## config.mk

```make
export PLATFORM = sky130hd
export DESIGN_NAME = dbgp_port
export DESIGN_NICKNAME = d
export VERILOG_FILES = /design/src/rtl/dbgp_pkg.sv /design/src/rtl/dbgp_opdec.sv /design/src/rtl/dbgp_ctlreg.sv /design/src/rtl/dbgp_txser.sv /design/src/rtl/dbgp_port.sv
export SDC_FILE = /design/constraint.sdc
export NUM_CORES = 1
export LEC_CHECK = 0
export BUFFER_PORTS_ARGS = -buffer_cell sky130_fd_sc_hd__buf_2
export CORE_MARGIN = 4
export CORE_UTILIZATION = 50
export CTS_BUF_LIST = sky130_fd_sc_hd__clkbuf_2
export CTS_CLUSTER_DIAMETER = 80
export CTS_CLUSTER_SIZE = 14
export DETAILED_ROUTE_END_ITERATION = 16
export PLACE_DENSITY_LB_ADDON = 0.15
export SLEW_MARGIN = 20
export SYNTH_ARGS = -nofsm -noshare
export SYNTH_HDL_FRONTEND = slang
export SYNTH_HIERARCHICAL = 1
export SYNTH_SLANG_ARGS = --single-unit
```

## constraint.sdc

```tcl
create_clock -name clk -period 4.6 [get_ports clk]
set_clock_uncertainty 0.15 [all_clocks]
set_input_delay 0.23 -clock clk [delete_from_list [all_inputs] [get_ports clk]]
set_output_delay 0.23 -clock clk [all_outputs]
set_load 0.02 [all_outputs]
```

## src/rtl/dbgp_pkg.sv

```systemverilog
package dbgp_pkg;

    typedef enum logic [2:0] {
        ST_IDLE,
        ST_COLLECT,
        ST_EXEC,
        ST_WAIT,
        ST_SEND
    } dbgp_state_e;

    typedef enum logic [1:0] {
        SPC_CORE = 2'd0,
        SPC_AUX  = 2'd1,
        SPC_MEM  = 2'd2,
        SPC_NONE = 2'd3
    } dbgp_space_e;

    typedef enum logic [2:0] {
        OP_LDADDR,
        OP_REG_WR,
        OP_REG_RD,
        OP_MEM_WR,
        OP_MEM_RD,
        OP_CTL_WR,
        OP_CTL_RD,
        OP_ILLEGAL
    } dbgp_kind_e;

    typedef struct packed {
        dbgp_kind_e  kind;
        dbgp_space_e space;
        logic        incr;
    } dbgp_cmd_t;

endpackage

```

## src/rtl/dbgp_opdec.sv

```systemverilog
module dbgp_opdec
    import dbgp_pkg::*;
(
    input  logic [7:0] opcode,
    output dbgp_cmd_t  cmd
);

    always_comb begin
        cmd.kind  = OP_ILLEGAL;
        cmd.space = SPC_NONE;
        cmd.incr  = 1'b0;
        case (opcode)
            8'h00: cmd.kind = OP_LDADDR;
            8'h02: cmd.kind = OP_CTL_WR;
            8'h12: cmd.kind = OP_CTL_RD;
            8'h21: begin
                cmd.kind  = OP_MEM_WR;
                cmd.space = SPC_MEM;
                cmd.incr  = 1'b1;
            end
            8'h31: begin
                cmd.kind  = OP_MEM_RD;
                cmd.space = SPC_MEM;
                cmd.incr  = 1'b1;
            end
            8'h41, 8'h51, 8'h61, 8'h71,
            8'h81, 8'h91, 8'hA1, 8'hB1: begin
                // bit 7 picks aux over core, bit 5 post-increment, bit 4 read
                cmd.kind  = opcode[4] ? OP_REG_RD : OP_REG_WR;
                cmd.space = opcode[7] ? SPC_AUX : SPC_CORE;
                cmd.incr  = opcode[5];
            end
            default: cmd.kind = OP_ILLEGAL;
        endcase
    end

endmodule

```

## src/rtl/dbgp_ctlreg.sv

```systemverilog
module dbgp_ctlreg #(
    parameter int NPROC = 3
) (
    input  logic                 clk,
    input  logic                 rst,
    input  logic                 wr_en,
    input  logic [2*NPROC-1:0]   wr_bits,
    input  logic [NPROC-1:0]     resume,
    output logic [NPROC-1:0]     halt,
    output logic [NPROC-1:0]     step,
    output logic [7:0]           rd_byte
);

    // layout: step bits [NPROC-1:0], halt bits [2*NPROC-1:NPROC]; needs 2*NPROC <= 8
    typedef struct packed {
        logic [NPROC-1:0] halt;
        logic [NPROC-1:0] step;
    } ctl_t;

    ctl_t ctl_q, ctl_d;

    always_comb begin
        ctl_d      = ctl_q;
        ctl_d.step = '0;
        for (int k = 0; k < NPROC; k++) begin
            if (wr_en) begin
                ctl_d.halt[k] = wr_bits[NPROC + k];
                ctl_d.step[k] = wr_bits[k];
            end else if (resume[k]) begin
                ctl_d.halt[k] = 1'b0;
            end
        end
    end

    always_ff @(posedge clk) begin
        if (rst) begin
            ctl_q.halt <= '1;
            ctl_q.step <= '0;
        end else begin
            ctl_q <= ctl_d;
        end
    end

    assign halt = ctl_q.halt;
    assign step = ctl_q.step;

    // step bits are one-shot and always read back as zero
    generate
        if (2 * NPROC < 8) begin : g_pad
            assign rd_byte = {{(8 - 2 * NPROC){1'b0}}, ctl_q.halt, {NPROC{1'b0}}};
        end else begin : g_full
            assign rd_byte = {ctl_q.halt, {NPROC{1'b0}}};
        end
    endgenerate

endmodule

```

## src/rtl/dbgp_txser.sv

```systemverilog
module dbgp_txser #(
    parameter int DATA_W = 32,
    parameter int CNT_W  = 3
) (
    input  logic              clk,
    input  logic              rst,
    input  logic              load,
    input  logic [DATA_W-1:0] load_word,
    input  logic [CNT_W-1:0]  load_cnt,
    input  logic              out_ready,
    output logic              out_valid,
    output logic [7:0]        out_byte,
    output logic              last_take
);

    typedef struct packed {
        logic [DATA_W-1:0] word;
        logic [CNT_W-1:0]  cnt;
    } tx_t;

    tx_t tx_q, tx_d;
    logic take;

    assign out_valid = (tx_q.cnt != '0);
    assign out_byte  = tx_q.word[DATA_W-1 -: 8];
    assign take      = out_valid && out_ready;
    assign last_take = take && (tx_q.cnt == CNT_W'(1));

    always_comb begin
        tx_d = tx_q;
        if (load) begin
            tx_d.word = load_word;
            tx_d.cnt  = load_cnt;
        end else if (take) begin
            tx_d.word = tx_q.word << 8;
            tx_d.cnt  = tx_q.cnt - CNT_W'(1);
        end
    end

    always_ff @(posedge clk) begin
        if (rst) begin
            tx_q <= '0;
        end else begin
            tx_q <= tx_d;
        end
    end

endmodule

```

## src/rtl/dbgp_port.sv

```systemverilog
module dbgp_port
    import dbgp_pkg::*;
#(
    parameter int ADDR_W     = 32,
    parameter int DATA_W     = 32,
    parameter int NPROC      = 3,
    parameter int RESUME_BIT = 25
) (
    input  logic              clk,
    input  logic              rst,
    input  logic              cmd_valid,
    input  logic [7:0]        cmd_byte,
    output logic              cmd_ready,
    output logic              rsp_valid,
    output logic [7:0]        rsp_byte,
    input  logic              rsp_ready,
    output logic              bus_req,
    output logic              bus_we,
    output logic [1:0]        bus_space,
    output logic [ADDR_W-1:0] bus_addr,
    output logic [DATA_W-1:0] bus_wdata,
    input  logic              bus_rvalid,
    input  logic [DATA_W-1:0] bus_rdata,
    output logic [NPROC-1:0]  cpu_halt,
    output logic [NPROC-1:0]  cpu_step
);

    localparam int BYTES    = DATA_W / 8;
    localparam int CNT_W    = $clog2(BYTES + 1);
    localparam int MEM_STEP = BYTES;

    typedef struct packed {
        dbgp_state_e       st;
        dbgp_cmd_t         cmd;
        logic [CNT_W-1:0]  cnt;
        logic [DATA_W-1:0] shreg;
        logic [ADDR_W-1:0] addr;
    } core_t;

    core_t core_q, core_d;

    dbgp_cmd_t         dec;
    logic              ctl_we;
    logic [NPROC-1:0]  resume;
    logic [7:0]        ctl_rbyte;
    logic              tx_load;
    logic [DATA_W-1:0] tx_word;
    logic [CNT_W-1:0]  tx_cnt;
    logic              tx_last;
    logic [ADDR_W-1:0] adv;

    dbgp_opdec u_dec (
        .opcode (cmd_byte),
        .cmd    (dec)
    );

    dbgp_ctlreg #(.NPROC(NPROC)) u_ctl (
        .clk     (clk),
        .rst     (rst),
        .wr_en   (ctl_we),
        .wr_bits (core_q.shreg[2*NPROC-1:0]),
        .resume  (resume),
        .halt    (cpu_halt),
        .step    (cpu_step),
        .rd_byte (ctl_rbyte)
    );

    dbgp_txser #(.DATA_W(DATA_W), .CNT_W(CNT_W)) u_tx (
        .clk       (clk),
        .rst       (rst),
        .load      (tx_load),
        .load_word (tx_word),
        .load_cnt  (tx_cnt),
        .out_ready (rsp_ready),
        .out_valid (rsp_valid),
        .out_byte  (rsp_byte),
        .last_take (tx_last)
    );

    // pointer advance for the command being executed
    always_comb begin
        if (core_q.cmd.space == SPC_MEM) begin
            adv = ADDR_W'(MEM_STEP);
        end else if (core_q.cmd.incr) begin
            adv = ADDR_W'(1);
        end else begin
            adv = '0;
        end
    end

    always_comb begin
        core_d    = core_q;
        cmd_ready = 1'b0;
        bus_req   = 1'b0;
        bus_we    = 1'b0;
        bus_space = core_q.cmd.space;
        bus_addr  = core_q.addr;
        bus_wdata = core_q.shreg;
        ctl_we    = 1'b0;
        resume    = '0;
        tx_load   = 1'b0;
        tx_word   = '0;
        tx_cnt    = '0;

        case (core_q.st)
            ST_IDLE: begin
                cmd_ready = 1'b1;
                if (cmd_valid) begin
                    core_d.cmd = dec;
                    case (dec.kind)
                        OP_ILLEGAL: core_d.st = ST_IDLE;
                        OP_CTL_RD: begin
                            tx_load   = 1'b1;
                            tx_word   = {ctl_rbyte, {(DATA_W - 8){1'b0}}};
                            tx_cnt    = CNT_W'(1);
                            core_d.st = ST_SEND;
                        end
                        OP_REG_RD, OP_MEM_RD: core_d.st = ST_EXEC;
                        OP_CTL_WR: begin
                            core_d.cnt = CNT_W'(1);
                            core_d.st  = ST_COLLECT;
                        end
                        default: begin
                            core_d.cnt = CNT_W'(BYTES);
                            core_d.st  = ST_COLLECT;
                        end
                    endcase
                end
            end

            ST_COLLECT: begin
                cmd_ready = 1'b1;
                if (cmd_valid) begin
                    core_d.shreg = {core_q.shreg[DATA_W-9:0], cmd_byte};
                    core_d.cnt   = core_q.cnt - CNT_W'(1);
                    if (core_q.cnt == CNT_W'(1)) begin
                        core_d.st = ST_EXEC;
                    end
                end
            end

            ST_EXEC: begin
                core_d.st = ST_IDLE;
                case (core_q.cmd.kind)
                    OP_LDADDR: core_d.addr = ADDR_W'(core_q.shreg);
                    OP_REG_WR, OP_MEM_WR: begin
                        bus_req     = 1'b1;
                        bus_we      = 1'b1;
                        core_d.addr = core_q.addr + adv;
                        if (core_q.cmd.kind == OP_REG_WR && core_q.cmd.space == SPC_AUX
                            && core_q.shreg[RESUME_BIT]) begin
                            for (int k = 0; k < NPROC; k++) begin
                                if (core_q.addr == ADDR_W'(k)) begin
                                    resume[k] = 1'b1;
                                end
                            end
                        end
                    end
                    OP_REG_RD, OP_MEM_RD: begin
                        bus_req     = 1'b1;
                        core_d.addr = core_q.addr + adv;
                        core_d.st   = ST_WAIT;
                    end
                    OP_CTL_WR: ctl_we = 1'b1;
                    default: core_d.st = ST_IDLE;
                endcase
            end

            ST_WAIT: begin
                if (bus_rvalid) begin
                    tx_load   = 1'b1;
                    tx_word   = bus_rdata;
                    tx_cnt    = CNT_W'(BYTES);
                    core_d.st = ST_SEND;
                end
            end

            ST_SEND: begin
                if (tx_last) begin
                    core_d.st = ST_IDLE;
                end
            end

            default: core_d.st = ST_IDLE;
        endcase
    end

    always_ff @(posedge clk) begin
        if (rst) begin
            core_q.st        <= ST_IDLE;
            core_q.cmd.kind  <= OP_ILLEGAL;
            core_q.cmd.space <= SPC_NONE;
            core_q.cmd.incr  <= 1'b0;
            core_q.cnt       <= '0;
            core_q.shreg     <= '0;
            core_q.addr      <= '0;
        end else begin
            core_q <= core_d;
        end
    end

endmodule

```

==> impl_results.md <==
- Reg2Reg Depth: 9
- Pin count of the biggest net entering global routing: 77
- RSZ-0062 raised after global routing: no
- Num CTS Buffers: 17
- HPWL after DPL: 14040 um
- Max cap viols: 0
- Layout cells sized above 1: 21.41%
- Register area share after synthesis: 32.88%
- Htree depth: 4
- TNS Setup: 0 ns
- Flop and latch count out of synthesis: approximately 120
- WL final: 20770 um
- Final setup violating endpoints: 0
- CP cell instances: dlygate4sd3_1 -> buf_2 -> or4b_4 -> a211oi_2 -> o22ai_1 -> nor2b_1 -> and3_1 -> or2_2 -> buf_4 -> buf_4 -> a211o_1 -> a21oi_1 -> dlygate4sd3_1
- Peak supply drop: ~170 uV
- Post-Syn Instances: 891
- Die area: 16220 um^2
- R2r endpoint: u_tx/tx_q[4]
- Tmin final: 3.856 ns
- Gr ovfl total: 0
- Worst Hold Path EP: bus_wdata[3]
- Area leader, netlist: dfxtp_1
- Vias in the first global route: 6461
- PwrDens: 290.3 nW/um^2
- Setup WS post-layout: 0.7436 ns
- Pwr Total: 2.276 mW
- CP peak stage delay: 0.58 ns
- Synthesized area per cell: around 8.0 um^2
- Yosys warning total: 6
- Place WS: 0.9726 ns
- Commonest non-fill, non-tap cell in the layout: buf_2
- Rel. slew slack: 44.05%
- Most frequent cells in the layout: buf_2, nand2_1, dfxtp_1, nor2_1, a21oi_1
- Area contributors post-synth: dfxtp_1, buf_4, nand2_1
- Final std cells w/o fill: roughly 1100
- Initial antenna violation count: 1
- Hold WS: 0.1740 ns
- CORE AREA: roughly 14000 um^2
- GR Util All Layers: 25.56%
- First-pass GRT wire length: 33460 um
- Final net count: slightly above 1000
- CTS Sinks: between 100 and 150
- Post-layout util: 56.28%
- Detail Route Antenna Nets: 0
- Via density: 5.901
- Row count: 43
- Hold path depth: 4
- Tightest Hold Check Type: input pin to register
- Worst r2r src: core_q[73]
- CP Capture Type: register
- Die H: 127.4 um
- CP startpoint kind: input pin
- Post-route cell area: 7843 um^2
- Ys async rst share: 0%
- Post-synth EDFFs: 0
- Chip width: 127.4 um
- First-pass detailed-route iteration total: 5
- Synthesized area: around 7000 um^2
- Io pins: about 130
- Slew @ Worst Pin: 0.8392 ns
- FMAX: between 200 and 300 MHz
- Clk root buf: clkbuf_2
- Routed length per instance: 18.09 um
- Initial DRC Count: 679
- DR DRC count: 0
- Placed Area: 7147 um^2
- Crit share post-route: 83.83%
- Placed Cells: ~1100
- Routability Congestion: 0.8528
- Critical path class: input pin to register
- Share of the synthesized area in the top cell type: 32.88%
- Clk buf depth: 2
- Ys flop type: dfxtp_1
- Worst reg-to-reg setup slack: 0.82 ns
- # port buffers: around 130
- Skew-Pair Late Insertion Delay: around 0.73 ns
- Worst hold start: cmd_byte[3]
- CTS tree: yes
- Worst-path maximum fanout: 55
- Critical path's slowest cell: dlygate4sd3_1
- Final hold viol count: 0
- Clk slew on worst S/H paths: 0.18 ns
- Synthesis-to-finish area growth: 10.10%
- Initial core utilization: between 50% and 60%
- Synth unique cells: 83
- P_leak: 3.130 nW
- Via count: 6774
- Worst Path Required: 5.07 ns
- Outcome: completed
- Worst path arrival time: 4.33 ns
- PostCTS Resize Cnt: 0
- Max-slew violations: 0
==> how the worst max path moves through the flow <==
stage          slack (ns)            end   startpoint
2_1_floorplan        1.76   u_tx/tx_q[0]  cmd_byte[1]
3_3_place_gp         1.08  u_tx/tx_q[15]  cmd_byte[1]
3_5_place_dp         0.97  u_tx/tx_q[15]  cmd_byte[1]
4_1_cts              0.89   u_tx/tx_q[4]   core_q[73]
5_1_grt              0.53   u_tx/tx_q[4]   core_q[73]
6_report             0.74   u_tx/tx_q[4]  cmd_byte[1]
==> report_power, final <==
| group | total [mW] | leakage [nW] | internal (mW) | switching [mW] |
|---|---|---|---|---|
| sequential | 1.11 | 0.946 | 1.08 | 0.0318 |
| combinational | 0.512 | 2.05 | 0.201 | 0.311 |
| clock | 0.650 | 0.138 | 0.246 | 0.404 |
| total | 2.28 | 3.13 | 1.53 | 0.746 |
==> cell usage after synthesis, types with 4 or more instances <==
library cell	number
nand2_1	120
dfxtp_1	117
buf_4	85
a21oi_1	66
nor2_1	66
clkbuf_1	32
nor2b_1	31
and2_1	28
nand3_1	28
o21ai_0	23
inv_1	21
and3_1	18
buf_2	18
a2111oi_2	17
a211oi_1	17
nor4_1	14
nor3_1	11
a22o_1	10
nor4b_1	10
a211o_1	9
ha_1	8
nand4_1	8
a2111oi_1	7
a22oi_1	7
a31oi_1	7
mux2i_1	6
o22ai_1	6
or3_1	6
a311oi_1	5
buf_6	5
a21boi_0	4
buf_1	4
o21a_1	4
==> critical path, delay by kind of cell <==
family	cells	cell delay, ns
AOI/OAI and AO/OA	4	0.59
and+or+nand+nor	4	1.47
buffers and inverters	5	2.01
==> cell families (layout without fill, tap and decap cells) <==
family	Yosys count	after routing	synth area share, %
multiplexers	7	7	1.001
AO/OA/AOI/OAI	213	213	22.33
buffers and inverters	167	239	14.16
XOR/XNOR	5	5	0.6149
AND/OR/NAND/NOR	372	372	27.51
flip-flops	117	117	32.88
adder cells (fa/ha/maj)	8	8	1.405
other	2	7	0.1054
==> layout make-up <==
class	count	area [um^2]
tap	180	225.2
timing repair buffer	184	1184
sequential	117	2342
multi-input combinational	611	3787
clock buffer	20	100.1
inverter	23	88.84
fill	1315	6092
antenna	1	2.502
clock inverter	12	112.6
==> per-layer routing <==
layer | vias to the layer above | global-route usage [%] | wire length [um]
met5 | - | 0 | 0
met4 | 0 | 7.886 | 321
met3 | 23 | 6.229 | 1509
met2 | 267 | 39.73 | 9481
met1 | 3256 | 35.16 | 9461
li1 | 3228 | - | -
==> state kept, by name, summed over array words and instances (netlist names) <==
signal,flops
u_ctl/step,3
core_q,10
bus_addr,32
u_tx/out_byte,8
bus_wdata,32
u_ctl/halt,3
bus_space,2
u_tx/tx_q,27
==> what timing repair did <==
item / 4_1_cts / 5_1_grt
hold endpoints to repair: 55 / 0
setup buffers: 0 / 0
hold buffers: 48 / 0
No activity file was read; power rests on OpenSTA's default activity.
